===== config.mk =====
export PLATFORM = sky130hd
export DESIGN_NAME = tcap_unit
export DESIGN_NICKNAME = d
export VERILOG_FILES = /design/src/rtl/tcap_pkg.sv /design/src/rtl/tcap_edge_sync.sv /design/src/rtl/tcap_evt_sel.sv /design/src/rtl/tcap_fifo.sv /design/src/rtl/tcap_irq_rate.sv /design/src/rtl/tcap_unit.sv
export SDC_FILE = /design/constraint.sdc
export NUM_CORES = 1
export LEC_CHECK = 0
export BUFFER_PORTS_ARGS = -buffer_cell sky130_fd_sc_hd__buf_2
export CORE_AREA = 2 2 118 120
export CTS_BUF_LIST = sky130_fd_sc_hd__clkbuf_8 sky130_fd_sc_hd__clkbuf_16
export CTS_CLUSTER_SIZE = 28
export DETAILED_ROUTE_END_ITERATION = 6
export DIE_AREA = 0 0 120 122
export HOLD_SLACK_MARGIN = 0.1
export SETUP_SLACK_MARGIN = 0.02
export SKIP_LAST_GASP = 1
export SLEW_MARGIN = 20
export SYNTH_ARGS = -nofsm -noshare
export SYNTH_HDL_FRONTEND = slang
export SYNTH_SLANG_ARGS = --single-unit

===== constraint.sdc =====
create_clock -name clk -period 3 [get_ports clk]
set_clock_uncertainty 0.1 [all_clocks]
set_input_delay 0.15 -clock clk [delete_from_list [all_inputs] [get_ports clk]]
set_output_delay 0.15 -clock clk [all_outputs]
set_load 0.02 [all_outputs]

===== src/rtl/tcap_pkg.sv =====
package tcap_pkg;

  typedef enum logic [2:0] {
    MD_OFF    = 3'b000,
    MD_BOTH   = 3'b001,
    MD_FALL   = 3'b010,
    MD_RISE   = 3'b011,
    MD_RISE4  = 3'b100,
    MD_RISE16 = 3'b101,
    MD_RSVD   = 3'b110,
    MD_XINT   = 3'b111
  } cap_mode_e;

  // Off covers the explicit off code and the unused code.
  function automatic logic mode_is_off(cap_mode_e m);
    return (m == MD_OFF) || (m == MD_RSVD);
  endfunction

  // Number of qualifying edges per capture.
  function automatic int unsigned presc_ratio(cap_mode_e m);
    case (m)
      MD_RISE4:  return 4;
      MD_RISE16: return 16;
      default:   return 1;
    endcase
  endfunction

  // Edge that the mode counts toward a capture.
  function automatic logic qual_edge(cap_mode_e m, logic rise, logic fall);
    case (m)
      MD_BOTH:                       return rise | fall;
      MD_FALL:                       return fall;
      MD_RISE, MD_RISE4, MD_RISE16:  return rise;
      default:                       return 1'b0;
    endcase
  endfunction

  // Interrupt due for this stored capture, given the rate counter.
  function automatic logic rate_due(logic every_edge, int unsigned cnt, int unsigned rate);
    return every_edge || (cnt == rate);
  endfunction

endpackage


===== src/rtl/tcap_edge_sync.sv =====
module tcap_edge_sync #(
  parameter int STAGES = 2
) (
  input  logic clk,
  input  logic rst_n,
  input  logic din,
  output logic lvl,
  output logic rise,
  output logic fall
);
  logic [STAGES-1:0] chain;
  logic              prev;

  always_ff @(posedge clk or negedge rst_n) begin
    if (!rst_n) begin
      chain <= '0;
      prev  <= 1'b0;
    end else begin
      chain <= {chain[STAGES-2:0], din};
      prev  <= chain[STAGES-1];
    end
  end

  assign lvl  = chain[STAGES-1];
  assign rise = lvl & ~prev;
  assign fall = ~lvl & prev;
endmodule


===== src/rtl/tcap_evt_sel.sv =====
module tcap_evt_sel
  import tcap_pkg::*;
#(
  parameter int MAX_RATIO = 16,
  localparam int PS_W = $clog2(MAX_RATIO)
) (
  input  logic      clk,
  input  logic      rst_n,
  input  cap_mode_e mode,
  input  logic      run,
  input  logic      clr,
  input  logic      rise,
  input  logic      fall,
  output logic      cap_evt,
  output logic      xint_evt
);
  logic [PS_W-1:0] pcnt;
  logic            qual;
  logic            multi;
  logic [PS_W-1:0] last;

  assign qual  = qual_edge(mode, rise, fall);
  assign multi = presc_ratio(mode) > 1;
  assign last  = PS_W'(presc_ratio(mode) - 1);

  always_ff @(posedge clk or negedge rst_n) begin
    if (!rst_n) begin
      pcnt <= '0;
    end else if (clr) begin
      pcnt <= '0;
    end else if (run && qual && multi) begin
      if (pcnt == last) pcnt <= '0;
      else              pcnt <= pcnt + 1'b1;
    end
  end

  assign cap_evt  = run && qual && (!multi || (pcnt == last));
  assign xint_evt = run && (mode == MD_XINT) && rise;
endmodule


===== src/rtl/tcap_fifo.sv =====
module tcap_fifo #(
  parameter int W     = 16,
  parameter int DEPTH = 4,
  localparam int PW = (DEPTH > 1) ? $clog2(DEPTH) : 1,
  localparam int CW = $clog2(DEPTH + 1)
) (
  input  logic         clk,
  input  logic         rst_n,
  input  logic         flush,
  input  logic         push,
  input  logic         pop,
  input  logic [W-1:0] wdata,
  output logic [W-1:0] rdata,
  output logic         not_empty,
  output logic         overflow,
  output logic         stored,
  output logic         dropped
);
  logic [W-1:0]  mem [DEPTH];
  logic [PW-1:0] wp, rp;
  logic [CW-1:0] cnt;
  logic          ovf_q;
  logic          full;
  logic          pop_ok;

  function automatic logic [PW-1:0] ptr_next(logic [PW-1:0] p);
    return (p == PW'(DEPTH - 1)) ? '0 : p + 1'b1;
  endfunction

  assign full    = (cnt == CW'(DEPTH));
  assign dropped = push && (full || ovf_q);
  assign stored  = push && !full && !ovf_q;
  assign pop_ok  = pop && (cnt != '0) && !flush;

  always_ff @(posedge clk) begin
    if (stored && !flush) mem[wp] <= wdata;
  end

  always_ff @(posedge clk or negedge rst_n) begin
    if (!rst_n) begin
      wp    <= '0;
      rp    <= '0;
      cnt   <= '0;
      ovf_q <= 1'b0;
      rdata <= '0;
    end else if (flush) begin
      wp    <= '0;
      rp    <= '0;
      cnt   <= '0;
      ovf_q <= 1'b0;
    end else begin
      if (stored) wp <= ptr_next(wp);
      if (pop_ok) begin
        rdata <= mem[rp];
        rp    <= ptr_next(rp);
      end
      case ({stored, pop_ok})
        2'b10:   cnt <= cnt + 1'b1;
        2'b01:   cnt <= cnt - 1'b1;
        default: cnt <= cnt;
      endcase
      if (pop_ok && cnt == CW'(1)) ovf_q <= 1'b0;
      else if (dropped)            ovf_q <= 1'b1;
    end
  end

  assign not_empty = (cnt != '0);
  assign overflow  = ovf_q;
endmodule


===== src/rtl/tcap_irq_rate.sv =====
module tcap_irq_rate
  import tcap_pkg::*;
#(
  parameter int RATE_W = 2
) (
  input  logic              clk,
  input  logic              rst_n,
  input  logic              clr,
  input  logic              every_edge,
  input  logic [RATE_W-1:0] rate,
  input  logic              stored,
  input  logic              xint_evt,
  output logic              irq_set,
  output logic              irq
);
  logic [RATE_W-1:0] icnt;
  logic              due;

  assign due     = rate_due(every_edge, int'(icnt), int'(rate));
  assign irq_set = xint_evt || (stored && due);

  always_ff @(posedge clk or negedge rst_n) begin
    if (!rst_n) begin
      icnt <= '0;
      irq  <= 1'b0;
    end else begin
      irq <= irq_set;
      if (clr) begin
        icnt <= '0;
      end else if (stored && !every_edge) begin
        if (icnt == rate) icnt <= '0;
        else              icnt <= icnt + 1'b1;
      end
    end
  end
endmodule


===== src/rtl/tcap_unit.sv =====
module tcap_unit
  import tcap_pkg::*;
#(
  parameter int TW          = 16,
  parameter int DEPTH       = 4,
  parameter int RATE_W      = 2,
  parameter int SYNC_STAGES = 2,
  parameter int MAX_RATIO   = 16
) (
  input  logic              clk,
  input  logic              rst_n,
  input  logic              cfg_we,
  input  logic [2:0]        cfg_mode,
  input  logic              cfg_tsel,
  input  logic [RATE_W-1:0] cfg_rate,
  input  logic              cfg_idle_stop,
  input  logic              idle,
  input  logic [TW-1:0]     tmr_a,
  input  logic [TW-1:0]     tmr_b,
  input  logic              cap_in,
  input  logic              rd_en,
  output logic [TW-1:0]     rd_data,
  output logic              not_empty,
  output logic              overflow,
  output logic              irq
);
  cap_mode_e         mode_q;
  logic              tsel_q;
  logic [RATE_W-1:0] rate_q;
  logic              sidl_q;

  // Named internal events
  logic          evt_lvl, evt_rise, evt_fall;
  logic          cap_evt, xint_evt;
  logic          cap_store, cap_drop, irq_set;
  logic          unit_run, cnt_clr, fifo_flush;
  logic [TW-1:0] tmr_pick;

  always_ff @(posedge clk or negedge rst_n) begin
    if (!rst_n) begin
      mode_q <= MD_OFF;
      tsel_q <= 1'b0;
      rate_q <= '0;
      sidl_q <= 1'b0;
    end else if (cfg_we) begin
      mode_q <= cap_mode_e'(cfg_mode);
      tsel_q <= cfg_tsel;
      rate_q <= cfg_rate;
      sidl_q <= cfg_idle_stop;
    end
  end

  assign fifo_flush = cfg_we && mode_is_off(cap_mode_e'(cfg_mode));
  assign cnt_clr    = cfg_we || mode_is_off(mode_q);
  assign unit_run   = !cfg_we && !mode_is_off(mode_q) &&
                      (!(sidl_q && idle) || (mode_q == MD_XINT));
  assign tmr_pick   = tsel_q ? tmr_a : tmr_b;

  tcap_edge_sync #(.STAGES(SYNC_STAGES)) u_sync (
    .clk  (clk),
    .rst_n(rst_n),
    .din  (cap_in),
    .lvl  (evt_lvl),
    .rise (evt_rise),
    .fall (evt_fall)
  );

  tcap_evt_sel #(.MAX_RATIO(MAX_RATIO)) u_sel (
    .clk     (clk),
    .rst_n   (rst_n),
    .mode    (mode_q),
    .run     (unit_run),
    .clr     (cnt_clr),
    .rise    (evt_rise),
    .fall    (evt_fall),
    .cap_evt (cap_evt),
    .xint_evt(xint_evt)
  );

  tcap_fifo #(.W(TW), .DEPTH(DEPTH)) u_fifo (
    .clk      (clk),
    .rst_n    (rst_n),
    .flush    (fifo_flush),
    .push     (cap_evt),
    .pop      (rd_en),
    .wdata    (tmr_pick),
    .rdata    (rd_data),
    .not_empty(not_empty),
    .overflow (overflow),
    .stored   (cap_store),
    .dropped  (cap_drop)
  );

  tcap_irq_rate #(.RATE_W(RATE_W)) u_irq (
    .clk       (clk),
    .rst_n     (rst_n),
    .clr       (cnt_clr),
    .every_edge(mode_q == MD_BOTH),
    .rate      (rate_q),
    .stored    (cap_store),
    .xint_evt  (xint_evt),
    .irq_set   (irq_set),
    .irq       (irq)
  );
endmodule


Yosys cells after proc, flatten, opt, wreduce, memory -nomap -nowiden
Memories as Yosys holds them, arrays and structs flattened. A register that Yosys moved wholly into a read port is not among the register bits.
Cells that the tools add are included.

operators by class
  add/sub/neg operators = 7
  $lt $le $gt $ge = 1
  equal/unequal tests = 16
  multiplexer cells = 22
  bitwise operators = 6
  reductions and logical operators = 46

operator list
  cell                 number
  $eq 3x3->1 const B   6
  $logic_and 1x1->1    18
  $mux 2               9
  $mux 16              1
  $mux 4               3
  $pmux 5 s2           1
  $logic_not 1->1      9
  $reduce_bool 3->1    3
  $logic_or 1x1->1     8
  $reduce_bool 2->1    4
  $add 2x1->2 const B  3
  $eq 2x2->1 const B   3
  $eq 3x1->1 const B   2
  $eq 3x2->1 const B   2
  $logic_not 3->1      2
  $pmux 3 s2           1
  $gt 5x1->1 const B   1
  $mux 1               5
  $add 4x1->4 const B  1
  $eq 4x4->1           1
  $sub 4x1->4 const B  1
  $add 3x1->3 const B  1
  $mux 3               1
  $not 1->1            3
  other kinds (8)      9

storage, ports and cells
  bits in registers = 25
  RAM bits = 64
  input port bits = 45
  output and inout bits = 19
  word-level logic and storage cells = 112
  memories = 1

memories
  name        words  bits a word  rd ports  clocked after memory_dff  wr ports  line             RTL
  u_fifo.mem  4      16           1         1                         1         tcap_fifo.sv:19  logic [W-1:0] mem [DEPTH];

Depth between registers and ports, before layout
Gate-level depths: netlist (run 1).

  word-level depth = 12
  mapped depth = 9

Modules after synthesis
A second synthesis (run 1) with hierarchy kept.

unflattened totals
  cell total of the unflattened synthesis = 284
  area total of the unflattened synthesis = 4,687.0 µm²

modules (own cells, without submodules)
  module          instances  cells each  area an instance (µm²)  seq. area each (µm²)
  tcap_fifo       1          182         3,562.2                 2,522.4
  tcap_unit       1          44          563.0                   175.2
  tcap_evt_sel    1          36          300.3                   100.1
  tcap_irq_rate   1          17          171.4                   75.1
  tcap_edge_sync  1          5           90.1                    75.1

Least setup slack after synthesis (run 1)
Ideal clock, no wire load.

  kind = register -> register
  start = register u_fifo.cnt[1]
  end = register u_fifo.cnt[1]
  arrival = 2.001 ns
  path slack = 0.753 ns
  stages on the path, launching flop included = 10
  clock period less this slack = 2.247 ns
  cell sequence = dfrtp_1 -> inv_1 -> ha_1 -> nand2b_1 -> nand2_1 -> or2_2 -> buf_2 -> buf_2 -> o211ai_1 -> o311ai_0

between the ends
  elaborated cells on any way between the ends = 14
  classes of those cells = add/sub: 2; eq/ne: 3; mux: 2; reduce/logical: 7

RTL lines
  item                                             line             RTL
  from (decl)                                      tcap_fifo.sv:21  logic [CW-1:0] cnt;
  from (signal assigned)                           tcap_fifo.sv:58  2'b10: cnt <= cnt + 1'b1;
  from (signal assigned)                           tcap_fifo.sv:59  2'b01: cnt <= cnt - 1'b1;
  from (signal assigned)                           tcap_fifo.sv:60  default: cnt <= cnt;
  $reduce_bool 3->1 (*)                            n/a
  net not_empty                                    tcap_unit.sv:23  output logic not_empty,
  $logic_and 1x1->1 (*) (2 in series)              tcap_fifo.sv:33  assign pop_ok = pop && (cnt != '0) && !flush;
  $eq 2x1->1 / $eq 2x2->1 (equally long branches)  tcap_fifo.sv:57  case ({stored, pop_ok})
  $pmux 3 s2                                       tcap_fifo.sv:57
  $mux 3                                           tcap_fifo.sv:46  end else if (flush) begin

Mark *: on every way through the listed nets, which the timed path passes. The rest lies on a longest branch.
A chain may end at the register's enable or synchronous reset.

Final worst setup path (run 1)
  start = register u_sync.chain[1]
  end = memory u_fifo.mem[3][2] (enable)

between the ends
  word-level cells in the longest chain between the ends = 11
  elaborated cells on any way between the ends = 12
  classes of those cells = mux: 3; bitwise: 4; reduce/logical: 5

ends and longest elaborated chain
  item                                 line                  RTL
  from (decl)                          tcap_edge_sync.sv:11  logic [STAGES-1:0] chain;
  from (signal assigned)               tcap_edge_sync.sv:19  chain <= {chain[STAGES-2:0], din};
  $not 1->1                            tcap_edge_sync.sv:26  assign fall = ~lvl & prev;
  $and 1x1->1                          tcap_edge_sync.sv:26
  $or 1x1->1                           tcap_pkg.sv:31        MD_BOTH: return rise | fall;
  $pmux 1 s3 (*)                       tcap_pkg.sv:30        case (m)
  $logic_and 1x1->1 (*) (2 in series)  tcap_evt_sel.sv:37    assign cap_evt = run && qual && (!multi || (pcnt == last));
  $logic_and 1x1->1 (*) (2 in series)  tcap_fifo.sv:32       assign stored = push && !full && !ovf_q;
  $logic_and 1x1->1 (*)                tcap_fifo.sv:36       if (stored && !flush) mem[wp] <= wdata;
  $mux 1 (*)                           tcap_fifo.sv:36
  $mux 1 (not written as such) (*)     tcap_fifo.sv:36
  to (decl)                            tcap_fifo.sv:19

Mark *: on every way between the ends. The rest lies on a longest branch, timed or not.

==> reports/qor.csv, run 1 <==
stage,metric,value,unit
sta,rsz0062_at_grt,no,
clock_tree,cts_tree,built,
global_route,grt_pass1_vias,2780,
clock_tree,cts.sinks,105,
global_route,grt_max_degree,42,
power_and_ir_drop,power,4330,uW
detailed_routing,wl_per_cell,15.0,um
status,status,completed,
floorplanning,coreArea,0.0135,sq mm
yosys,synth_area_leaders,"edfxtp_1 (42%), dfrtp_1 (22%), mux2_2 (9.8%), mux4_2 (7.9%), ha_1 (3.3%)",
sta,min_period,2520,ps
place,port_buffers,63,
clock_tree,htreeDepth,3,
flow_run,drv_cap,0,
yosys,yosysSeqAreaShare,64.4,%
yosys,synth_fp_nets,337,
yosys,yosysUniqueCellTypes,44,
global_route,grt-ovfl-total,0,
clock_tree,clockBufferDepth,2,
yosys,synth_top_area_share,42.0,%
power_and_ir_drop,cellLeakagePower,0.00224,uW
finish,syn2layout_area_growth,26.7,%
clock_tree,holdBufCountCts,43,
sta,finalHoldViolations,0,
worst_setup_path,crit_path_end_kind,register,
place,place_congestion,0.737,
clock_tree,ctsRootBufferMaster,clkbuf_16,
clock_tree,cts_resized,0,
floorplanning,die_w,120,um
finish,fillers,1218,
detailed_routing,routed_wl,8.61,mm
floorplanning,rows,43,
yosys,ys_warn_count,0,
worst_setup_path,startpoint_type,register,
finish,seq_area,0.00295,sq mm
worst_setup_path,cp.arrival,2410,ps
yosys,syn_area,0.00458,sq mm
worst_setup_path,critPathKind,register to register,
yosys,yosys_register_bits,105,
yosys,ys.flop_type,edfxtp_1,
floorplanning,boundaryPins,64,
finish,drive_gt1_share,37.8,%
clock_tree,cts_buffers,9,
detailed_routing,antenna_left,0,
yosys,synth.avg_cell_area,16.3,sq um
clock_tree,clk_latency,340,ps
yosys,synth-edff-count,64,
floorplanning,die_area,0.0146,sq mm
power_and_ir_drop,pwr_density_cell,747,mW/mm^2
sta,slew_violations,0,
sta,tns,0,ps
global_route,grt_pass1_wl,14.2,mm
place,dp_hpwl,5.74,mm
detailed_routing,dr.first_iter.drc_count,146,
detailed_routing,avgViaCountPerCell,4.72,
power_and_ir_drop,ir_drop,0.390,mV
clock_tree,clkTransAtPathRegs,70,ps
worst_hold_path,hold_class,input port to register,
sta,tightest_slew,969,ps
sta,finalCritPeriodShare,84.0,%
detailed_routing,drc_errors,0,
yosys,synth_cells,280,
sta,slew-limit-headroom,35.4,%
worst_setup_path,required,2890,ps
yosys,synth_area_leader_cell,edfxtp_1,
floorplanning,initial_core_util,33.9,%
worst_setup_path,crit_fanout,16,
detailed_routing,drt_pass1_iterations,4,
finish,diodes,0,
detailed_routing,vias,2698,
global_route,antenna_found_initial,0,
sta,setup_viol,0,
sta,max_freq,0.397,GHz
global_route,grt_util_all_layers,12.7,%
floorplanning,die_y,122,um
finish,multi_input_area,0.00153,sq mm
clock_tree,post_cts_buffers,0,
finish,nets,444,
yosys,async_reset_ff_share,39.0,%
==> final timing paths <==
| path | from | to | slack [ps] | depth (start not counted) |
|---|---|---|---|---|
| hold / removal | cfg_we | u_sel.pcnt[3]$_DFFE_PN0P_ | 110 | 2 |
| hold reg to reg | u_sync.chain[0]$_DFF_PN0_ | u_sync.chain[1]$_DFF_PN0_ | 280 | 0 |
| setup / recovery | u_sync.chain[1]$_DFF_PN0_ | u_fifo.mem[3][2]$_DFFE_PP_ | 480 | 6 |
| max in group asynchronous | rst_n | u_fifo.rdata[3]$_DFFE_PN0P_ | 1800 | 2 |
| setup reg to reg | u_sync.chain[1]$_DFF_PN0_ | u_fifo.mem[3][2]$_DFFE_PP_ | 480 | 6 |
| min in group asynchronous | rst_n | rate_q[0]$_DFFE_PN0P_ | 390 | 2 |
==> report_power, final <==
part           switching [uW]  internal [uW]  leakage, uW  total (uW)
sequential                161           1760      0.00108        1920
combinational             617            622      0.00101        1240
clock                     522            657     0.000151        1180
==> worst max-delay path, stage by stage, from the launching register on <==
cell and delay (ps):
dfrtp_1 380, inv_1 60, ha_1 280, nor3b_1 250, a211oi_2 90, a311oi_4 440, and3_2 560
==> routing by layer <==
| layer | track usage [%] | part of all wire, % | vias to the layer above |
|---|---|---|---|
| met2 | 21.9 | 51 | 70 |
| met5 | 0 | 0 | - |
| met1 | 15.8 | 44 | 1340 |
| met3 | 3.84 | 4.6 | 5 |
| li1 | - | - | 1283 |
| met4 | 2.65 | 0.60 | 0 |
==> layout by cell type, fill, tap and decap left out, types with 3 or more instances in the layout <==
master	instances
edfxtp_1	64
buf_2	63
dlygate4sd3_1	43
dfrtp_1	41
mux2_2	40
mux4_2	16
nand2_1	14
ha_1	12
inv_1	10
clkbuf_16	9
nor3_1	8
nor2_1	7
o21ai_0	7
a21oi_1	6
and3_2	4
xnor2_1	4
nand3_1	4
nor3b_1	3
xor2_1	3
==> Yosys cell counts, types with 2 or more instances <==
| cell type | number |
|---|---|
| edfxtp_1 | 64 |
| dfrtp_1 | 41 |
| mux2_2 | 40 |
| mux4_2 | 16 |
| nand2_1 | 14 |
| ha_1 | 12 |
| inv_1 | 9 |
| nor3_1 | 8 |
| nor2_1 | 7 |
| o21ai_0 | 7 |
| a21oi_1 | 6 |
| and3_2 | 4 |
| buf_2 | 4 |
| nand3_1 | 4 |
| xnor2_1 | 4 |
| buf_1 | 3 |
| clkbuf_1 | 3 |
| nor3b_1 | 3 |
| xor2_1 | 3 |
| buf_6 | 2 |
| nand2b_4 | 2 |
| o31ai_1 | 2 |
==> per-stage QoR <==
stage          hold slack (ps)  util, %  setup slack, ps  cell area, sq um  cells
2_1_floorplan             -246        -              753              4580    280
6_report                   109     42.9              481              5800    572
5_1_grt                    141     42.9              345              5800    572
3_5_place_dp               169     37.5              443              5070    513
3_3_place_gp               171     37.5              561              5070    513
4_1_cts                    103     42.9              434              5800    572
==> kinds of logic (layout without fill, tap and decap cells) <==
group	Yosys count	after routing	share of synthesized area, %
buffers and inverters	21	133	2.16
adder cells (fa/ha/maj)	12	12	3.28
flip-flops	105	105	64.4
AO/OA/AOI/OAI	28	28	4.84
XOR/XNOR	7	7	1.34
AND/OR/NAND/NOR	51	51	6.24
multiplexers	56	56	17.7
==> final cells by class <==
type | instances | area share [%]
repair buffers | 108 | 13.1
clock inverters | 7 | 1.34
clock buffers | 9 | 3.88
multi-input cells | 154 | 26.4
well taps | 180 | 3.88
flip-flops and latches | 105 | 50.8
inverters | 9 | 0.583
==> state kept, by name, summed over array words and instances, names as in the netlist <==
register,count
u_fifo.mem,64
u_fifo.rdata,16
u_sel.pcnt,4
u_sync.chain,2
sidl_q,1
mode_q,3
u_irq.icnt,2
u_sync.prev,1
tsel_q,1
u_fifo.rp,2
rate_q,2
u_fifo.cnt,3
u_fifo.overflow,1
u_fifo.wp,2
u_irq.irq,1
Note: power is estimated with default switching activity, not from simulation.
==> run 2, diff against run 1 <==
- clock period: 3 -> 2.3 ns (I/O delays scaled with it)
==> reports/qor.csv, run 2 (same netlist as run 1, synthesis figures left out) <==
stage,metric,value,unit,change
status,status,"finished, violations left",,was completed
status,violations,setup timing,,
sta,slew-limit-headroom,60.8,%,was 35.4%
finish,diodes,0,,unchanged
detailed_routing,avgViaCountPerCell,4.66,,was 4.72
clock_tree,htreeDepth,3,,unchanged
sta,finalHoldViolations,0,,unchanged
detailed_routing,drc_errors,0,,unchanged
detailed_routing,wl_per_cell,15.1,um,was 15.0 um
sta,slew_violations,0,,unchanged
finish,largest_reg_flops,64,,unchanged
detailed_routing,antenna_left,0,,unchanged
finish,nets,473,,was 444
sta,max_freq,0.422,GHz,was 0.397 GHz
worst_setup_path,startpoint_type,register,,unchanged
finish,final_cell_area,0.00617,sq mm,was 0.00580 sq mm
sta,setup_viol,49,,was 0
sta,min_period,2370,ps,was 2520 ps
worst_setup_path,crit_start,u_sync.prev$_DFF_PN0_,,was u_sync.chain[1]$_DFF_PN0_
worst_setup_path,endpoint,u_fifo.mem[2][9]$_DFFE_PP_,,was u_fifo.mem[3][2]$_DFFE_PP_
worst_setup_path,cp.arrival,2330,ps,was 2410 ps
detailed_routing,vias,2801,,was 2698
finish,syn2layout_area_growth,34.9,%,was 26.7%
finish,final_cell_mix,"edfxtp_1 (64), buf_2 (63), dlygate4sd3_1 (44)",,"was edfxtp_1 (64), buf_2 (63), dlygate4sd3_1 (43)"
clock_tree,cts_buffers,9,,unchanged
place,place_congestion,0.784,,was 0.737
finish,max_flop_register,u_fifo.mem,,unchanged
place,dpl.cell_count,534,,was 513
global_route,grt_pass1_wl,14.8,mm,was 14.2 mm
clock_tree,clk_latency,340,ps,about the same
sta,finalWorstSetupSlack,-69.3,ps,was 481 ps
power_and_ir_drop,pwr_density_cell,932,mW/mm^2,was 747 mW/mm^2
floorplanning,initial_core_util,33.9,%,unchanged
global_route,grt_util_all_layers,13.1,%,was 12.7%
finish,finalNonFillerCells,601,,was 572
clock_tree,clkTransAtPathRegs,70,ps,about the same
detailed_routing,drt_pass1_iterations,4,,unchanged
sta,tightest_slew,588,ps,was 969 ps
power_and_ir_drop,cellLeakagePower,0.00242,uW,was 0.00224 uW
place,dp_hpwl,5.85,mm,was 5.74 mm
worst_setup_path,crit_path_end_kind,register,,unchanged
worst_setup_path,regToRegStartpoint,u_sync.prev$_DFF_PN0_,,was u_sync.chain[1]$_DFF_PN0_
sta,rsz0062_at_grt,yes,,was no
global_route,antenna_found_initial,0,,unchanged
clock_tree,clockBufferDepth,2,,unchanged
floorplanning,rows,43,,unchanged
detailed_routing,dr.first_iter.drc_count,126,,was 146
floorplanning,die_area,0.0146,sq mm,unchanged
global_route,grt_max_degree,42,,unchanged
worst_setup_path,r2r_slack,-70,ps,was 480 ps
worst_setup_path,required,2260,ps,was 2890 ps
worst_setup_path,critPathKind,register to register,,unchanged
clock_tree,cts.sinks,105,,unchanged
worst_setup_path,reg2reg_to,u_fifo.mem[2][9]$_DFFE_PP_,,was u_fifo.mem[3][2]$_DFFE_PP_
global_route,grt-ovfl-total,0,,unchanged
worst_hold_path,hold_class,input port to asynchronous set/reset pin,,was input port to register
finish,fillers,1178,,was 1218
detailed_routing,routed_wl,9.06,mm,was 8.61 mm
worst_setup_path,reg2reg_depth,9,,was 6
place,port_buffers,63,,unchanged
worst_setup_path,crit_fanout,6,,was 16
global_route,grt_pass1_vias,2932,,was 2780
power_and_ir_drop,ir_drop,0.502,mV,was 0.390 mV
floorplanning,die_y,122,um,unchanged
floorplanning,boundaryPins,64,,unchanged
clock_tree,ctsRootBufferMaster,clkbuf_16,,unchanged
finish,largestRegisters,"u_fifo.mem (64), u_fifo.rdata (16), u_sel.pcnt (4)",,unchanged
floorplanning,die_w,120,um,unchanged
place,placed_area,0.00529,sq mm,was 0.00507 sq mm
finish,final_common_cell,edfxtp_1,,unchanged
sta,tns,-1960,ps,was 0 ps
clock_tree,cts_tree,built,,unchanged
flow_run,drv_cap,0,,unchanged
sta,hold_slack,204,ps,was 109 ps
sta,finalCritPeriodShare,103,%,was 84.0%
floorplanning,coreArea,0.0135,sq mm,unchanged
finish,drive_gt1_share,43.9,%,was 37.8%
## run 2: layout make-up
type / count / area [sq um] / area share (%)
clock buffers: 10 / 239 / 3.87
clock inverters: 6 / 48.8 / 0.790
inverters: 9 / 33.8 / 0.547
multi-input cells: 154 / 1590 / 25.8
flip-flops and latches: 105 / 2950 / 47.8
well taps: 180 / 225 / 3.65
repair buffers: 137 / 1080 / 17.6
## run 2: worst min-delay path by stage
stage	startpoint	endpoint	depth (start not counted)
2_1_floorplan	rst_n	mode_q[0]$_DFFE_PN0P_	0
4_1_cts	idle	u_sel.pcnt[1]$_DFFE_PN0P_	6
3_3_place_gp	cap_in	u_sync.chain[0]$_DFF_PN0_	1
6_report	rst_n	u_fifo.rdata[13]$_DFFE_PN0P_	2
3_5_place_dp	cap_in	u_sync.chain[0]$_DFF_PN0_	1
5_1_grt	rst_n	u_fifo.rdata[13]$_DFFE_PN0P_	2
## run 2: worst max-delay path: stages, from the launching register on
cell	delay [ps]
dfrtp_1	390
inv_1	60
ha_2	210
nand2b_4	50
a211o_1	320
a311oi_4	290
buf_6	160
buf_4	110
and3_4	240
clkbuf_16	160
## run 2: where the power goes
group          internal (uW)  total, uW  leakage [uW]  switching (uW)
registers               2290       2440       0.00108             151
logic                    927       1840       0.00120             915
clock network            779       1470      0.000143             689
## run 2: layer usage
metal | share of wire, % | vias to the layer above | wire length [um] | global-route usage (%)
li1 | - | 1344 | - | -
met1 | 46 | 1399 | 4170 | 16.7
met2 | 50 | 51 | 4510 | 22.4
met3 | 3.2 | 7 | 293 | 3.18
met4 | 0.94 | 0 | 85 | 3.75
met5 | 0 | - | 0 | 0
## run 2: per-stage QoR
step / util, % / setup WS [ps] / total power, uW
after floorplan: - / 52.9 / 3650
after global placement: 39.1 / -22.1 / 4180
after detailed placement: 39.1 / -70.2 / 4210
after CTS: 44.7 / -6.78 / 5770
after global routing: 45.7 / -130 / 6070
final: 45.7 / -69.3 / 5750
## run 2: what timing repair did
| action | 4_1_cts | 5_1_grt |
|---|---|---|
| setup buffers | 1 | 4 |
| endpoints found under the setup margin | 70 | 71 |
| hold buffers | 44 | 0 |
| pin swaps | 2 | 2 |
| gates cloned | 0 | 1 |
| gates resized for setup | 4 | 11 |
| endpoints found under the hold margin | 116 | 0 |
==> run 3, diff against run 2 <==
- ABC_AREA: default -> 1
- CORE_AREA: 2 2 118 120 -> 2 2 120 122
- DIE_AREA: 0 0 120 122 -> 0 0 122 124
==> reports/qor.csv, run 3 <==
stage,metric,value,unit,change
status,status,completed,,"was finished, violations left"
sta,finalHoldViolations,0,,unchanged
finish,fin_util,44.2,%,was 45.7%
sta,slew_violations,0,,unchanged
yosys,yosys_register_bits,105,,unchanged
finish,largest_reg_flops,64,,unchanged
finish,final_common_cell,nand2_1,,was edfxtp_1
floorplanning,boundaryPins,64,,unchanged
worst_setup_path,cp.arrival,2030,ps,was 2330 ps
finish,nets,646,,was 473
floorplanning,initial_core_util,34.5,%,was 33.9%
sta,rsz0062_at_grt,no,,was yes
sta,finalCritPeriodShare,90.3,%,was 103%
global_route,antenna_found_initial,0,,unchanged
yosys,ys.flop_type,edfxtp_1,,unchanged
finish,diodes,0,,unchanged
global_route,grt_pass1_wl,17.7,mm,was 14.8 mm
global_route,grt-ovfl-total,0,,unchanged
power_and_ir_drop,power_frac_comb,30.7,%,was 32.0%
power_and_ir_drop,power_frac_clock,27.0,%,was 25.5%
sta,tightest_slew,648,ps,was 588 ps
detailed_routing,antenna_left,0,,unchanged
worst_setup_path,startpoint_type,register,,unchanged
worst_setup_path,cpLargestDelayFamily,simple AND/OR/NAND/NOR gates,,was compound AO/OA/AOI/OAI gates
sta,finalWorstSetupSlack,223,ps,was -69.3 ps
clock_tree,ctsRootBufferMaster,clkbuf_16,,unchanged
yosys,synth_area_leaders,"edfxtp_1 (41%), dfrtp_1 (22%), nand2_1 (7.9%), nor2_1 (7.3%), o21ai_0 (4.4%)",,"was edfxtp_1 (42%), dfrtp_1 (22%), mux2_2 (9.8%), mux4_2 (7.9%), ha_1 (3.3%)"
global_route,grt_pass1_vias,3693,,was 2932
worst_setup_path,crit_fanout,8,,was 6
sta,max_freq,0.481,GHz,was 0.422 GHz
power_and_ir_drop,pwr-share-seq,42.3,%,was 42.5%
finish,max_flop_register,u_fifo.mem,,unchanged
detailed_routing,wl_per_cell,13.8,um,was 15.1 um
worst_setup_path,timing.critical_path.buf_inv,4,,unchanged
yosys,synth.most_common_cell,nand2_1,,was edfxtp_1
yosys,async_reset_ff_share,39.0,%,unchanged
detailed_routing,avgViaCountPerCell,4.68,,was 4.66
place,place_congestion,0.835,,was 0.784
detailed_routing,drc_errors,0,,unchanged
power_and_ir_drop,internal_power,3730,uW,was 4000 uW
clock_tree,clockBufferDepth,2,,unchanged
finish,drive_gt1_share,19.4,%,was 43.9%
finish,syn2layout_area_growth,28.1,%,was 34.9%
power_and_ir_drop,ir_drop,0.628,mV,was 0.502 mV
yosys,yosysUniqueCellTypes,33,,was 44
sta,min_period,2080,ps,was 2370 ps
place,port_buffers,63,,unchanged
clock_tree,clkTransAtPathRegs,70,ps,about the same
yosys,synth.avg_cell_area,9.98,sq um,was 16.3 sq um
yosys,synth_fp_nets,531,,was 337
yosys,synth_area_leader_cell,edfxtp_1,,unchanged
clock_tree,cts_buffers,9,,unchanged
yosys,synth_top_area_share,40.6,%,was 42.0%
flow_run,drv_cap,0,,unchanged
global_route,grt_max_degree,33,,was 42
place,dp_hpwl,6.98,mm,was 5.85 mm
worst_setup_path,cpMostUsedCell,inv_1,,
clock_tree,htreeDepth,3,,unchanged
floorplanning,die_w,122,um,was 120 um
worst_setup_path,required,2250,ps,was 2260 ps
worst_setup_path,crit_path_end_kind,register,,unchanged
yosys,syn_area,0.00473,sq mm,was 0.00458 sq mm
power_and_ir_drop,cellLeakagePower,0.00261,uW,was 0.00242 uW
detailed_routing,routed_wl,10.7,mm,was 9.06 mm
detailed_routing,drt_pass1_iterations,4,,unchanged
clock_tree,clk_latency,350,ps,was 340 ps
power_and_ir_drop,pwr_density_cell,942,mW/mm^2,was 932 mW/mm^2
floorplanning,coreArea,0.0137,sq mm,was 0.0135 sq mm
power_and_ir_drop,switching_power,1970,uW,was 1760 uW
finish,largestRegisters,"u_fifo.mem (64), u_fifo.rdata (16), u_sel.pcnt (4)",,unchanged
global_route,grt_util_all_layers,15.3,%,was 13.1%
detailed_routing,dr.first_iter.drc_count,233,,was 126
yosys,netlist_top_cells_count,"nand2_1 (100), nor2_1 (92), edfxtp_1 (64)",,"was edfxtp_1 (64), dfrtp_1 (41), mux2_2 (40)"
detailed_routing,vias,3625,,was 2801
yosys,synth-edff-count,64,,unchanged
worst_hold_path,hold_class,input port to register,,was input port to asynchronous set/reset pin
power_and_ir_drop,p_sw_share,34.6,%,was 30.5%
clock_tree,cts_tree,built,,unchanged
floorplanning,die_y,124,um,was 122 um
yosys,yosysSeqAreaShare,62.3,%,was 64.4%
worst_setup_path,path_cells,inv_1 > ha_1 > inv_1 > nand3_1 > nand2_1 > inv_1 > a21oi_4 > nand3_4 > nor2_1 > buf_4,,was inv_1 > ha_2 > nand2b_4 > a211o_1 > a311oi_4 > buf_6 > buf_4 > and3_4 > clkbuf_16
floorplanning,rows,43,,unchanged
sta,setup_viol,0,,was 49
sta,slew-limit-headroom,56.8,%,was 60.8%
floorplanning,die_area,0.0151,sq mm,was 0.0146 sq mm
worst_setup_path,critical-path-slowest-cell,dfrtp_1,,unchanged
place,place_ws,150,ps,was -70.2 ps
sta,tns,0,ps,was -1960 ps
worst_setup_path,critPathKind,register to register,,unchanged
yosys,synth_cells,474,,was 280
clock_tree,post_cts_buffers,0,,was 1
clock_tree,cts.sinks,105,,unchanged
finish,final_cell_mix,"nand2_1 (100), nor2_1 (92), edfxtp_1 (64)",,"was edfxtp_1 (64), buf_2 (63), dlygate4sd3_1 (44)"
yosys,ys_warn_count,0,,unchanged
worst_setup_path,critPathMaxStageDelay,380,ps,was 390 ps
## run 3: cell count changes after synthesis, sizes merged, moves of 5 or more
cell    delta
nor3       -7
a31oi     +16
nand2     +95
mux2      -40
nand3     +15
clkbuf    +10
nor2      +88
inv       +24
o21ai     +37
and3       -5
mux4      -16
## run 3: power by group through the flow
stage	Sequential (uW)	Combinational [uW]	Clock, uW
6_report	2420	1750	1540
5_1_grt	2440	2000	1650
4_1_cts	2420	1770	1580
3_5_place_dp	2460	1690	0
3_3_place_gp	2450	1690	0
2_1_floorplan	2590	1010	0
## run 3: logic make-up after synthesis
kind of cell / count (synthesis) / share of synthesized area, %
simple gates: 229 / 20.6
compound gates: 71 / 8.62
flops: 105 / 62.3
xor+xnor: 4 / 0.741
fa+ha+maj: 12 / 3.17
buf+inv: 53 / 4.55
## run 3: path summary, 6_finish.rpt
path	startpoint	cells past startpoint	slack, ps	to
min reg2reg	u_sync.chain[0]$_DFF_PN0_	0	260	u_sync.chain[1]$_DFF_PN0_
max	u_sync.chain[1]$_DFF_PN0_	10	220	u_fifo.mem[3][12]$_DFFE_PP_
min in group asynchronous	rst_n	3	250	tsel_q$_DFFE_PN0P_
max in group asynchronous	rst_n	3	1050	u_fifo.cnt[0]$_DFFE_PN0P_
min	cfg_we	3	100	mode_q[1]$_DFFE_PN0P_
max reg2reg	u_sync.chain[1]$_DFF_PN0_	10	220	u_fifo.mem[3][12]$_DFFE_PP_
## run 3: worst register-to-register path, stage by stage, from the launching register on
cell and delay [ps]:
dfrtp_1 380, inv_1 60, ha_1 280, inv_1 50, nand3_1 70, nand2_1 70, inv_1 60, a21oi_4 200
nand3_4 130, nor2_1 180, buf_4 220
## run 3: cell type report
class,count,area [sq um]
tap,180,225
multi-input combinational,316,1570
inverter,34,128
fill,1281,7660
clock buffer,9,225
timing repair buffer,123,896
clock inverter,7,71.3
sequential,105,2950
## run 3: what timing repair did
item	CTS	global route
endpoints found under the setup margin	0	48
hold buffers	47	0
gates resized for setup	0	1
hold endpoints to repair	116	0
## run 3: routing by layer
| metal | vias up | GRT usage, % | part of all wire [%] |
|---|---|---|---|
| li1 | 1807 | - | - |
| met5 | - | 0 | 0 |
| met1 | 1716 | 20.2 | 48 |
| met2 | 90 | 25.3 | 47 |
| met3 | 12 | 2.70 | 4.7 |
| met4 | 0 | 5.89 | 1.0 |
## run 3: stage by stage
step / hold slack [ps] / std cells / cell area, sq um / total power, uW
floorplan: -281 / 474 / 4730 / 3600
global placement: -93.3 / 711 / 5290 / 4130
detailed placement: -86.7 / 711 / 5290 / 4150
CTS: 101 / 774 / 6060 / 5770
global route: 142 / 774 / 6060 / 6090
finish: 101 / 774 / 6060 / 5710
